===== src/rtl/prbs_pkg.sv =====
package prbs_pkg;

    localparam int PRBS_W = 8;
    // stages 8,6,5,4 (1-based) -> bit indices 7,5,4,3
    localparam logic [PRBS_W-1:0] PRBS_TAPS = 8'b1011_1000;

    typedef struct packed {
        logic [1:0] pair;
        logic       fresh;
    } prbs_word_t;

    function automatic logic xnor_feedback(input logic [PRBS_W-1:0] st,
                                           input logic [PRBS_W-1:0] taps);
        return ~(^(st & taps));
    endfunction

endpackage


===== src/rtl/prbs_shift_reg.sv =====
module prbs_shift_reg #(
    parameter int                  W    = 8,
    parameter logic [W-1:0]        TAPS = 8'b1011_1000
) (
    input  logic         clk,
    input  logic         rst_n,
    output logic [W-1:0] state
);
    logic fb;

    always_comb fb = ~(^(state & TAPS));

    // stage 0 takes the feedback, each later stage takes its lower neighbour
    for (genvar g = 0; g < W; g++) begin : g_stage
        logic d;
        if (g == 0) begin : g_head
            always_comb d = fb;
        end else begin : g_body
            always_comb d = state[g-1];
        end
        always_ff @(posedge clk or negedge rst_n) begin
            if (!rst_n) state[g] <= 1'b0;
            else        state[g] <= d;
        end
    end
endmodule


===== src/rtl/prbs_phase.sv =====
module prbs_phase (
    input  logic clk,
    input  logic rst_n,
    output logic phase
);
    always_ff @(posedge clk or negedge rst_n) begin
        if (!rst_n) phase <= 1'b0;
        else        phase <= ~phase;
    end
endmodule


===== src/rtl/prbs2_source.sv =====
module prbs2_source
    import prbs_pkg::*;
#(
    parameter int               W    = PRBS_W,
    parameter logic [W-1:0]     TAPS = PRBS_TAPS
) (
    input  logic       clk,
    input  logic       rst_n,
    output logic [1:0] rnd,
    output logic       fresh
);
    localparam int PAIR_LSB = 0;

    logic [W-1:0] state;
    logic         phase;
    prbs_word_t   word;

    prbs_shift_reg #(.W(W), .TAPS(TAPS)) u_sr (
        .clk   (clk),
        .rst_n (rst_n),
        .state (state)
    );

    prbs_phase u_ph (
        .clk   (clk),
        .rst_n (rst_n),
        .phase (phase)
    );

    always_comb begin
        word.pair  = state[PAIR_LSB+1:PAIR_LSB];
        word.fresh = phase;
    end

    assign rnd   = word.pair;
    assign fresh = word.fresh;
endmodule


===== config.mk =====
export PLATFORM = sky130hd
export DESIGN_NAME = prbs2_source
export DESIGN_NICKNAME = d
export VERILOG_FILES = /design/src/rtl/prbs_pkg.sv /design/src/rtl/prbs_shift_reg.sv /design/src/rtl/prbs_phase.sv /design/src/rtl/prbs2_source.sv
export SDC_FILE = /design/constraint.sdc
export NUM_CORES = 1
export LEC_CHECK = 0
export BUFFER_PORTS_ARGS = -buffer_cell sky130_fd_sc_hd__buf_2
export CAP_MARGIN = 0
export CORE_AREA = 2 2 39 41
export CTS_CLUSTER_DIAMETER = 40
export CTS_CLUSTER_SIZE = 20
export DETAILED_ROUTE_END_ITERATION = 6
export DIE_AREA = 0 0 41 43
export SYNTH_ARGS = -nofsm -noshare
export SYNTH_HDL_FRONTEND = slang
export SYNTH_SLANG_ARGS = --single-unit

===== constraint.sdc =====
create_clock -name clk -period 0.8 [get_ports clk]
set_input_delay 0.08 -clock clk [delete_from_list [all_inputs] [get_ports clk]]
set_output_delay 0.08 -clock clk [all_outputs]
set_load 0.01 [all_outputs]

==> metrics.log, run 1 <==
INFO  metric seq_area_frac_synth = 83.3%
INFO  metric finalNonFillerCells = 38
INFO  metric drc = 0
INFO  metric power_density = between 2000 and 2500 nW/um2
INFO  metric die_area = about 1800 um2
INFO  metric numCtsBuffers = 3
INFO  metric post_cts.repair.setup_buffers = 0
INFO  metric totalWireLength = roughly 360 um
INFO  metric antenna_cells = 0
INFO  metric total_placed_cells_including_tap_cells = 33
INFO  metric final_area = about 340 um2
INFO  metric r2r_end = u_sr.g_stage[1].d$_DFF_PN0_
INFO  metric final_layout_size_suffix_gt1_share = 36.4%
INFO  metric number_of_design_rule_violations_left_by_the_first_detailed_router_iteration = 0
INFO  metric post-synth-top-count-cell = dfrtp_1
INFO  metric tritoncts_num_sinks = 9
INFO  metric worst_skew_pair.late_latency = ~260 ps
INFO  metric critPathMaxFanout = 2
INFO  metric synth.cells.most_frequent = 9 x dfrtp_1, 3 x xnor2_1, 2 x buf_4
INFO  metric grt_usage = 6.02%
INFO  metric crit_path_top_delay_cell = dfrtp_1
INFO  metric max_clock_freq = 1160 MHz
INFO  metric cts-root-buf = clkbuf_4
INFO  metric grt_overflow = 0
INFO  metric maximum_resistive_drop_on_vdd = roughly 800 uV
INFO  metric grt_start_max_net_pins = 10
INFO  metric failed_checks = setup timing
INFO  metric synthDistinctLibCells = 4
INFO  metric post-place-ws = just under 20 ps
INFO  metric dpl_cell_area = approximately 300 um2
INFO  metric synthArstFlopShare = 100%
INFO  metric die_height = approximately 43 um
INFO  metric postSynth.topFlopCell = dfrtp_1
INFO  metric detail_route.wl_per_cell = between 9 and 10 um
INFO  metric die_width = just over 40 um
INFO  metric initial_core_utilization = between 15 and 20%
INFO  metric synth_top_area_share = a little over four fifths
INFO  metric synth_edf_count = 0
INFO  metric synthTopCellsByArea = dfrtp_1 83%, xnor2_1 9.7%, buf_4 5.6%
INFO  metric cts-root-to-sink-buffers = 2
INFO  metric layout_worst_path_cycle_share = 107%
INFO  metric synth_top_area_cell = dfrtp_1
INFO  metric layout_stage_area_growth_over_the_synthesis_result = 25.5%
INFO  metric critPathMaxStageDelay = 380 ps
INFO  metric overall_via_count_from_detail_route = between 100 and 150
INFO  metric synth_register_bits = 9
INFO  metric cpLargestDelayFamily = flip-flops
INFO  metric reg2reg_from = u_sr.g_stage[4].d$_DFF_PN0_
INFO  metric h-tree-depth = 1
INFO  metric result_of_the_run = finished with violations
INFO  metric reg_clk_slew_reported_paths = 60 ps
INFO  metric slew_headroom = between 80 and 90%
INFO  metric grt_setup_unrepaired = true
INFO  metric design.portCount = 5
INFO  metric timing_max_transition_violations_final = 0
INFO  metric timing_worst_setup_path_type = reg2out
INFO  metric initial_antenna_violation_count = 0
INFO  metric portBuffers = 4
INFO  metric grt_pass1_wl = around 590 um
INFO  metric synth_warnings = 0
INFO  metric vias_per_cell = between 3 and 4
INFO  metric leakagePower = about 0.15 nW
INFO  metric cts_tree = built
INFO  metric post-route-worst-setup-slack = -59.4 ps
INFO  metric critical_path_cell_list = buf_2
INFO  metric whs = roughly 200 ps
INFO  metric netlist_area = around 270 um2
INFO  metric min_path_type = in2async
INFO  metric min_period = around 860 ps
INFO  metric critical_path_arrival = a little under 800 ps
INFO  metric setup_viol_count_final = 3
INFO  metric finalWeightedCongestion = roughly 0.53
INFO  metric num_rows = 14
INFO  metric timing.reg2reg.setup_slack = 0 ps
INFO  metric postRouteAntennaNets = 0
INFO  metric drv_cap = 0
INFO  metric endpoint_kind = output port
INFO  metric synth_nets = 17
INFO  metric syn_avg_cell_area = 18.0 um2
INFO  metric worstSetupStartpointType = flop
INFO  metric final.setup_skew = around 2.3 ps
INFO  metric gate_count_of_the_mapped_netlist = 15
INFO  metric hold_viol_final = 0
INFO  metric layout.nets = 25
INFO  metric core = roughly 1400 um2
INFO  metric first_global_vias = 146
INFO  metric tightest_slew = 191 ps
INFO  metric setup-tns-final = -165 ps
INFO  metric required = between 700 and 800 ps
INFO  metric cp_num_buf_inv = 1
INFO  metric worst_r2r_path_depth = 2
INFO  metric detail_route.first_pass.iterations = 1
## area by class of cell
class	count	area, um2
fillers	149	1040
flip-flops and latches	9	225
multi-input cells	3	33.8
repair buffers	5	30.0
clock buffers	4	26.3
well taps	16	20.0
inverters	1	3.75
## registers in the layout (all words and copies together), names as in the netlist
name / cells
u_sr.g_stage.d: 7
u_ph.phase: 1
u_sr.state: 1
## per-layer routing
metal	global-route usage (%)	vias up	wire, um
met5	0	-	0
met4	8.00	0	14
met3	4.71	2	37
met2	6.25	7	143
met1	6.10	59	162
li1	-	56	-
## report_power, final
part	internal, mW	switching [mW]	total [mW]
logic	0.00500	0.00851	0.0135
registers	0.455	0	0.455
clock network	0.192	0.153	0.344
total	0.652	0.161	0.813
## logic make-up after synthesis
logic type / after synthesis / synth area share, %
DFF: 9 / 83.3
xor gates and xnor gates: 3 / 9.72
buffers and inverters: 3 / 6.94
## through the flow
stage / total power, mW / util, %
after global placement: 0.473 / 21.3
after floorplan: 0.464 / -
after detailed placement: 0.474 / 21.3
after CTS: 0.829 / 24.0
after global routing: 0.865 / 24.5
final: 0.813 / 24.5
## layout by cell type (no fill, tap or decap)
cell type / netlist / final
buf_2: 0 / 4
clkbuf_1: 0 / 1
clkbuf_4: 0 / 3
dfrtp_1: 9 / 9
dlygate4sd3_1: 0 / 1
inv_1: 1 / 1
xnor2_1: 3 / 2
xnor2_2: 0 / 1
## worst max path at each step
stage	cells after the start	slack (ps)	endpoint	start
3_3_place_gp	2	10	u_sr.g_stage[1].d$_DFF_PN0_	u_sr.g_stage[5].d$_DFF_PN0_
2_1_floorplan	2	60	u_sr.g_stage[1].d$_DFF_PN0_	u_sr.g_stage[5].d$_DFF_PN0_
3_5_place_dp	2	20	u_sr.g_stage[1].d$_DFF_PN0_	u_sr.g_stage[5].d$_DFF_PN0_
5_1_grt	1	-110	rnd[0]	u_sr.g_stage[1].d$_DFF_PN0_
6_report	1	-60	rnd[1]	u_sr.g_stage[2].d$_DFF_PN0_
4_1_cts	1	-70	rnd[1]	u_sr.g_stage[2].d$_DFF_PN0_
## repair_timing
item	CTS	global route
pin swaps	1	1
hold endpoints to repair	9	0
endpoints found under the setup margin	4	4
hold buffers	1	0
cloned	0	0
resized for setup	0	1
No activity file was read; power rests on OpenSTA's default activity.
==> inputs of run 2 (changes only) <==
==> constraint.sdc (replaced) <==
create_clock -name clk -period 0.8 [get_ports clk]
set_input_delay 0.08 -clock clk [delete_from_list [all_inputs] [get_ports clk]]
set_output_delay 0.08 -clock clk [all_outputs]
set_load 0.1 [all_outputs]
==> run 2 against run 1 <==
The flow still finishes with violations (setup timing). Sequential share of layout area fell by 11 points. Die area stayed put. Setup slack lost 130 ps. Largest power group unchanged. Final area grew 21%. Non-clock buffer count up 2.
==> metrics.log, run 2 (same netlist as run 1, synthesis figures left out) <==
INFO  metric largest_register_ffs = 7 (unchanged)
INFO  metric final_layout_size_suffix_gt1_share = 50.0% (+14 points)
INFO  metric reg_clk_slew_reported_paths = 60 ps (about the same)
INFO  metric required = 720 ps (about the same)
INFO  metric totalWireLength = 406 um (+14%)
INFO  metric layout.nets = 27 (+8.0%)
INFO  metric critical_path_arrival = 910 ps (+130 ps)
INFO  metric cp.depth = 1 (unchanged)
INFO  metric uppermost_layer_routed = met3
INFO  metric report.power.total = 0.806 mW (-0.92%)
INFO  metric die_area = 1760 um2 (unchanged)
INFO  metric vias_per_cell = 3.33 (+1.9%)
INFO  metric worst_r2r_path_depth = 2 (unchanged)
INFO  metric worst_skew_pair.late_latency = 250 ps (about the same)
INFO  metric cts_tree = built
INFO  metric drv_cap = 0 (unchanged)
INFO  metric p_switching = 0.154 mW (-4.3%)
INFO  metric critPathMaxStageDelay = 490 ps (+110 ps)
INFO  metric worstSetupStartpointType = flop
INFO  metric design.portCount = 5 (unchanged)
INFO  metric grt_pass1_wl = 683 um (+17%)
INFO  metric max_clock_freq = 1010 MHz (-13%)
INFO  metric commonest_non_fill_non_tap_cell_in_the_layout = dfrtp_1
INFO  metric power.internal = 0.652 mW (about the same)
INFO  metric setup_viol_count_final = 4 (+1)
INFO  metric final.setup_skew = 4.73 ps (+2.40 ps)
INFO  metric setup-tns-final = -447 ps (-282 ps)
INFO  metric min_path_type = in2async
INFO  metric first_global_vias = 173 (+18%)
INFO  metric crit_path_top_delay_cell = dfrtp_4
INFO  metric met3RoutedLength = 29 um (-22%)
INFO  metric slew_headroom = 87.6% (+0.35 points)
INFO  metric hold_viol_final = 0 (unchanged)
INFO  metric layout_common_cells = 8 x dfrtp_1, 3 x clkbuf_4, 3 x buf_12, 2 x xnor2_2, 2 x buf_4
INFO  metric drc = 0 (unchanged)
INFO  metric die_height = 43 um (unchanged)
INFO  metric grt_usage = 6.43% (+0.41 points)
INFO  metric timing_worst_setup_path_type = reg2out
INFO  metric leakagePower = 0.184 nW (+22%)
INFO  metric layout_stage_area_growth_over_the_synthesis_result = 51.9%
INFO  metric grt_setup_unrepaired = true
INFO  metric cp_num_buf_inv = 1 (unchanged)
INFO  metric postRouteAntennaNets = 0 (unchanged)
INFO  metric pwr-share-comb = 1.7% (about the same)
INFO  metric detail_route.first_pass.iterations = 1 (unchanged)
INFO  metric portBuffers = 4 (unchanged)
INFO  metric numCtsBuffers = 3 (unchanged)
INFO  metric critical_path_cell_list = buf_12
INFO  metric power_density = 1960 nW/um2 (-18%)
INFO  metric cts-root-to-sink-buffers = 2 (unchanged)
INFO  metric initial_antenna_violation_count = 0 (unchanged)
INFO  metric critPathMaxFanout = 2 (unchanged)
INFO  metric finalWeightedCongestion = 0.573 (+7.8%)
INFO  metric grt_start_max_net_pins = 10 (unchanged)
INFO  metric cts-root-buf = clkbuf_4
INFO  metric overall_via_count_from_detail_route = 133 (+7.3%)
INFO  metric layout_worst_path_cycle_share = 124% (+17 points)
INFO  metric num_rows = 14 (unchanged)
INFO  metric grt_overflow = 0 (unchanged)
INFO  metric tightest_slew = 186 ps (-5.19 ps)
INFO  metric initial_core_utilization = 19.5% (unchanged)
INFO  metric antenna_cells = 0 (unchanged)
INFO  metric number_of_design_rule_violations_left_by_the_first_detailed_router_iteration = 0 (unchanged)
INFO  metric endpoint_kind = output port
INFO  metric core = 1380 um2 (unchanged)
INFO  metric cpLargestDelayFamily = flip-flops
INFO  metric clock_power_share = 41.8% (-0.6 points)
INFO  metric routed-wl-met2 = 210 um (+47%)
INFO  metric min_period = 993 ps (+133 ps)
INFO  metric h-tree-depth = 1 (unchanged)
INFO  metric failed_checks = setup timing
INFO  metric result_of_the_run = finished with violations
INFO  metric sw_frac_of_total = 19.1% (-0.68 points)
INFO  metric post-route-worst-setup-slack = -193 ps (-133 ps)
INFO  metric sequentialPowerShare = 56.5% (+0.5 points)
INFO  metric tritoncts_num_sinks = 9 (unchanged)
INFO  metric die_width = 41 um (unchanged)
INFO  metric post-route-util = 29.7% (+5.2 points)
INFO  metric whs = 206 ps (+6.65 ps)
INFO  metric maximum_resistive_drop_on_vdd = 617 uV (-22%)
INFO  metric detail_route.wl_per_cell = 10.2 um (+8.0%)
INFO  metric timing_max_transition_violations_final = 0 (unchanged)
INFO  metric drt-met1-wl = 166 um (+2.5%)
run 2: cell types whose count changed in the layout (fill, tap and decap cells not counted):
cell,change
buf_4,+2
buf_12,+3
xnor2_1,-1
dfrtp_1,-1
dfrtp_4,+1
xnor2_2,+1
buf_2,-3
run 2: per-stage QoR:
stage	setup slack (ps)	cell area (um2)	instances
CTS	-208	388	39
global placement	14.1	344	33
floorplan	19.5	274	15
detailed placement	7.34	344	33
global route	-223	410	40
finish	-193	410	40
run 2: power by group through the flow:
stage / clock network (mW) / logic [mW] / registers (mW)
final: 0.337 / 0.0134 / 0.455
after floorplan: 0 / 0.0000000278 / 0.464
after global routing: 0.383 / 0.0155 / 0.455
after CTS: 0.359 / 0.0143 / 0.455
after global placement: 0 / 0.00925 / 0.464
after detailed placement: 0 / 0.0104 / 0.464
run 2: area by class of cell:
class | count | area (um2)
timing repair buffer | 7 | 90.1
sequential | 9 | 229
clock buffer | 4 | 26.3
fill | 134 | 973
multi-input combinational | 3 | 41.3
tap | 16 | 20.0
inverter | 1 | 3.75
run 2: worst paths after layout:
kind,startpoint,endpoint,slack (ps)
min,rst_n,u_ph.phase$_DFF_PN0_,210
max,u_ph.phase$_DFF_PN0_,fresh,-190
max reg2reg,u_sr.g_stage[4].d$_DFF_PN0_,u_sr.g_stage[1].d$_DFF_PN0_,-20
max in group asynchronous,rst_n,u_ph.phase$_DFF_PN0_,410
min in group clk,u_sr.g_stage[7].d$_DFF_PN0_,u_sr.state[7]$_DFF_PN0_,350
min reg2reg,u_sr.g_stage[7].d$_DFF_PN0_,u_sr.state[7]$_DFF_PN0_,350
run 2: repair_timing:
action	CTS	global route
buffers inserted	1	1
pin swaps	3	2
resized for setup	0	2
endpoints found under the setup margin	4	4
hold buffers	1	0
endpoints found under the hold margin	9	0
run 2: layer usage:
layer / up-vias / GRT usage, %
li1: 60 / -
met1: 68 / 7.12
met2: 5 / 7.19
met3: 0 / 3.66
met4: 0 / 8.00
met5: - / 0
==> inputs of run 3 (changes only) <==
--- a/config.mk
+++ b/config.mk
@@ -5,13 +5,14 @@
 export SDC_FILE = /design/constraint.sdc
 export NUM_CORES = 1
 export LEC_CHECK = 0
-export BUFFER_PORTS_ARGS = -buffer_cell sky130_fd_sc_hd__buf_2
+export BUFFER_PORTS_ARGS = -buffer_cell sky130_fd_sc_hd__clkbuf_2
 export CAP_MARGIN = 0
 export CORE_AREA = 2 2 39 41
 export CTS_CLUSTER_DIAMETER = 40
 export CTS_CLUSTER_SIZE = 20
 export DETAILED_ROUTE_END_ITERATION = 6
 export DIE_AREA = 0 0 41 43
+export GPL_TIMING_DRIVEN = 0
 export SYNTH_ARGS = -nofsm -noshare
 export SYNTH_HDL_FRONTEND = slang
 export SYNTH_SLANG_ARGS = --single-unit
==> run 3 against run 2 <==
The flow still finishes with violations (setup timing). Worst hold slack better by 9.9 ps. Fmax down 4.6%. Clock skew fell by 2.8 ps.
==> metrics.log, run 3 (same netlist as run 1, synthesis figures left out) <==
INFO  metric h-tree-depth = 1 (unchanged)
INFO  metric endpoint_kind = output port
INFO  metric antenna_cells = 0 (unchanged)
INFO  metric power_density = 1900 nW/um2 (-3.4%)
INFO  metric overall_via_count_from_detail_route = 133 (unchanged)
INFO  metric postRouteAntennaNets = 0 (unchanged)
INFO  metric timing_worst_setup_path_type = reg2out
INFO  metric grt_usage = 7.38% (+0.95 points)
INFO  metric setup-tns-final = -668 ps (-220 ps)
INFO  metric min_period = 1040 ps (+48.1 ps)
INFO  metric dpl_cell_area = 314 um2 (-8.7%)
INFO  metric detail_route.wl_per_cell = 10.9 um (+7.6%)
INFO  metric critical_path_cell_list = buf_6 -> clkbuf_16
INFO  metric worst_r2r_path_depth = 2 (unchanged)
INFO  metric cts-root-to-sink-buffers = 2 (unchanged)
INFO  metric crit_path_top_delay_cell = dfrtp_1
INFO  metric sequentialPowerShare = 55.9% (-0.6 points)
INFO  metric timing_max_transition_violations_final = 0 (unchanged)
INFO  metric grt_pass1_wl = 772 um (+13%)
INFO  metric first_global_vias = 175 (+1.2%)
INFO  metric cts-root-buf = clkbuf_4
INFO  metric post-place-ws = -151 ps (-158 ps)
INFO  metric largest_register_ffs = 7 (unchanged)
INFO  metric timing.reg2reg.setup_slack = -40 ps (-20 ps)
INFO  metric leakagePower = 0.196 nW (+6.3%)
INFO  metric portBuffers = 4 (unchanged)
INFO  metric layout.nets = 27 (unchanged)
INFO  metric final_layout_size_suffix_gt1_share = 50.0% (unchanged)
INFO  metric worst_skew_pair.late_latency = 260 ps (about the same)
INFO  metric reg_clk_slew_reported_paths = 60 ps (about the same)
INFO  metric die_height = 43 um (unchanged)
INFO  metric post-route-worst-setup-slack = -241 ps (-48.1 ps)
INFO  metric p_switching = 0.162 mW (+5.1%)
INFO  metric cp_num_buf_inv = 2 (+1)
INFO  metric design.portCount = 5 (unchanged)
INFO  metric layout_common_cells = 8 x dfrtp_1, 3 x clkbuf_4, 3 x clkbuf_16, 2 x xnor2_2
INFO  metric worstSetupStartpoint = u_sr.g_stage[1].d$_DFF_PN0_
INFO  metric layout_stage_area_growth_over_the_synthesis_result = 58.8%
INFO  metric critical_path_arrival = 960 ps (+50 ps)
INFO  metric detail_route.first_pass.iterations = 2 (+1)
INFO  metric slew_headroom = 86.1% (-1.5 points)
INFO  metric maximum_resistive_drop_on_vdd = 927 uV (+50%)
INFO  metric grt_setup_unrepaired = true
INFO  metric max_clock_freq = 961 MHz (-4.6%)
INFO  metric core = 1380 um2 (unchanged)
INFO  metric pwr-share-comb = 1.7% (about the same)
INFO  metric drv_cap = 0 (unchanged)
INFO  metric r2r_end = u_sr.g_stage[1].d$_DFF_PN0_
INFO  metric crit_end = rnd[0]
INFO  metric whs = 216 ps (+9.87 ps)
INFO  metric critPathMaxStageDelay = 390 ps (-100 ps)
INFO  metric setup_viol_count_final = 4 (unchanged)
INFO  metric tritoncts_num_sinks = 9 (unchanged)
INFO  metric numCtsBuffers = 3 (unchanged)
INFO  metric final.setup_skew = 1.91 ps (-2.82 ps)
INFO  metric initial_antenna_violation_count = 0 (unchanged)
INFO  metric hold_viol_final = 0 (unchanged)
INFO  metric finalWeightedCongestion = 0.566 (-1.2%)
INFO  metric result_of_the_run = finished with violations
INFO  metric critPathMaxFanout = 2 (unchanged)
INFO  metric min_path_type = in2async
INFO  metric worstSetupStartpointType = flop
INFO  metric cts_tree = built
INFO  metric final_area = 429 um2 (+4.6%)
INFO  metric grt_overflow = 0 (unchanged)
INFO  metric die_area = 1760 um2 (unchanged)
INFO  metric cp.depth = 2 (+1)
INFO  metric failed_checks = setup timing
INFO  metric power.internal = 0.652 mW (about the same)
INFO  metric commonest_non_fill_non_tap_cell_in_the_layout = dfrtp_1
INFO  metric num_rows = 14 (unchanged)
INFO  metric vias_per_cell = 3.33 (unchanged)
INFO  metric required = 720 ps (about the same)
INFO  metric die_width = 41 um (unchanged)
INFO  metric reg2reg_from = u_sr.g_stage[6].d$_DFF_PN0_
INFO  metric initial_core_utilization = 19.5% (unchanged)
INFO  metric tightest_slew = 208 ps (+22.1 ps)
INFO  metric clock_power_share = 42.4% (+0.6 points)
INFO  metric place_hpwl = 254 um
INFO  metric layout_worst_path_cycle_share = 130% (+6.0 points)
INFO  metric totalWireLength = 437 um (+7.6%)
INFO  metric grt_start_max_net_pins = 10 (unchanged)
INFO  metric cpLargestDelayFamily = flip-flops
INFO  metric number_of_design_rule_violations_left_by_the_first_detailed_router_iteration = 2 (+2)
INFO  metric drc = 0 (unchanged)
INFO  metric sw_frac_of_total = 19.9% (+0.77 points)
==> run 3: changes by cell type in the layout (fill, tap and decap cells not counted), sizes merged <==
cell    before  now
buf          6    2
clkbuf       4    8
==> run 3: routing by layer <==
metal / part of all wire [%] / global-route usage, % / vias to the layer above
met1: 45 / 8.59 / 68
met3: 6.6 / 5.24 / 0
met5: 0 / 0 / -
met4: 0 / 6.00 / 0
li1: - / - / 60
met2: 48 / 8.75 / 5
==> run 3: stage by stage <==
stage	instances	utilization [%]	power (mW)
after floorplan	15	-	0.464
after global placement	35	22.7	0.473
after detailed placement	35	22.7	0.474
after CTS	40	29.9	0.828
after global routing	40	31.0	0.848
final	40	31.0	0.814
==> run 3: repair_timing <==
item / 4_1_cts / 5_1_grt
hold endpoints to repair: 9 / 0
setup endpoints to repair: 4 / 4
pin swaps: 2 / 0
hold buffers: 1 / 0
setup buffers: 1 / 0
gates resized for setup: 10 / 2
==> run 3: area by class of cell <==
| cell class | instances | area (um2) |
|---|---|---|
| plain buffers | 1 | 11.3 |
| clock buffers | 4 | 26.3 |
| fillers | 130 | 955 |
| inverters | 1 | 3.75 |
| multi-input cells | 3 | 41.3 |
| flip-flops and latches | 9 | 229 |
| well taps | 16 | 20.0 |
| repair buffers | 6 | 97.6 |
==> run 3: power groups by stage <==
| stage | clock network [mW] | logic (mW) | registers [mW] |
|---|---|---|---|
| detailed placement | 0 | 0.0103 | 0.464 |
| global route | 0.377 | 0.0163 | 0.455 |
| finish | 0.345 | 0.0135 | 0.455 |
| CTS | 0.359 | 0.0144 | 0.455 |
| global placement | 0 | 0.00916 | 0.464 |
| floorplan | 0 | 0.0000000278 | 0.464 |
==> run 3: worst min-delay path by stage <==
stage	from	endpoint	slack, ps
6_report	rst_n	u_sr.state[7]$_DFF_PN0_	220
3_5_place_dp	rst_n	u_sr.g_stage[5].d$_DFF_PN0_	-60
4_1_cts	rst_n	u_sr.g_stage[5].d$_DFF_PN0_	220
2_1_floorplan	rst_n	u_sr.g_stage[1].d$_DFF_PN0_	-220
5_1_grt	rst_n	u_sr.g_stage[5].d$_DFF_PN0_	240
3_3_place_gp	rst_n	u_ph.phase$_DFF_PN0_	-70
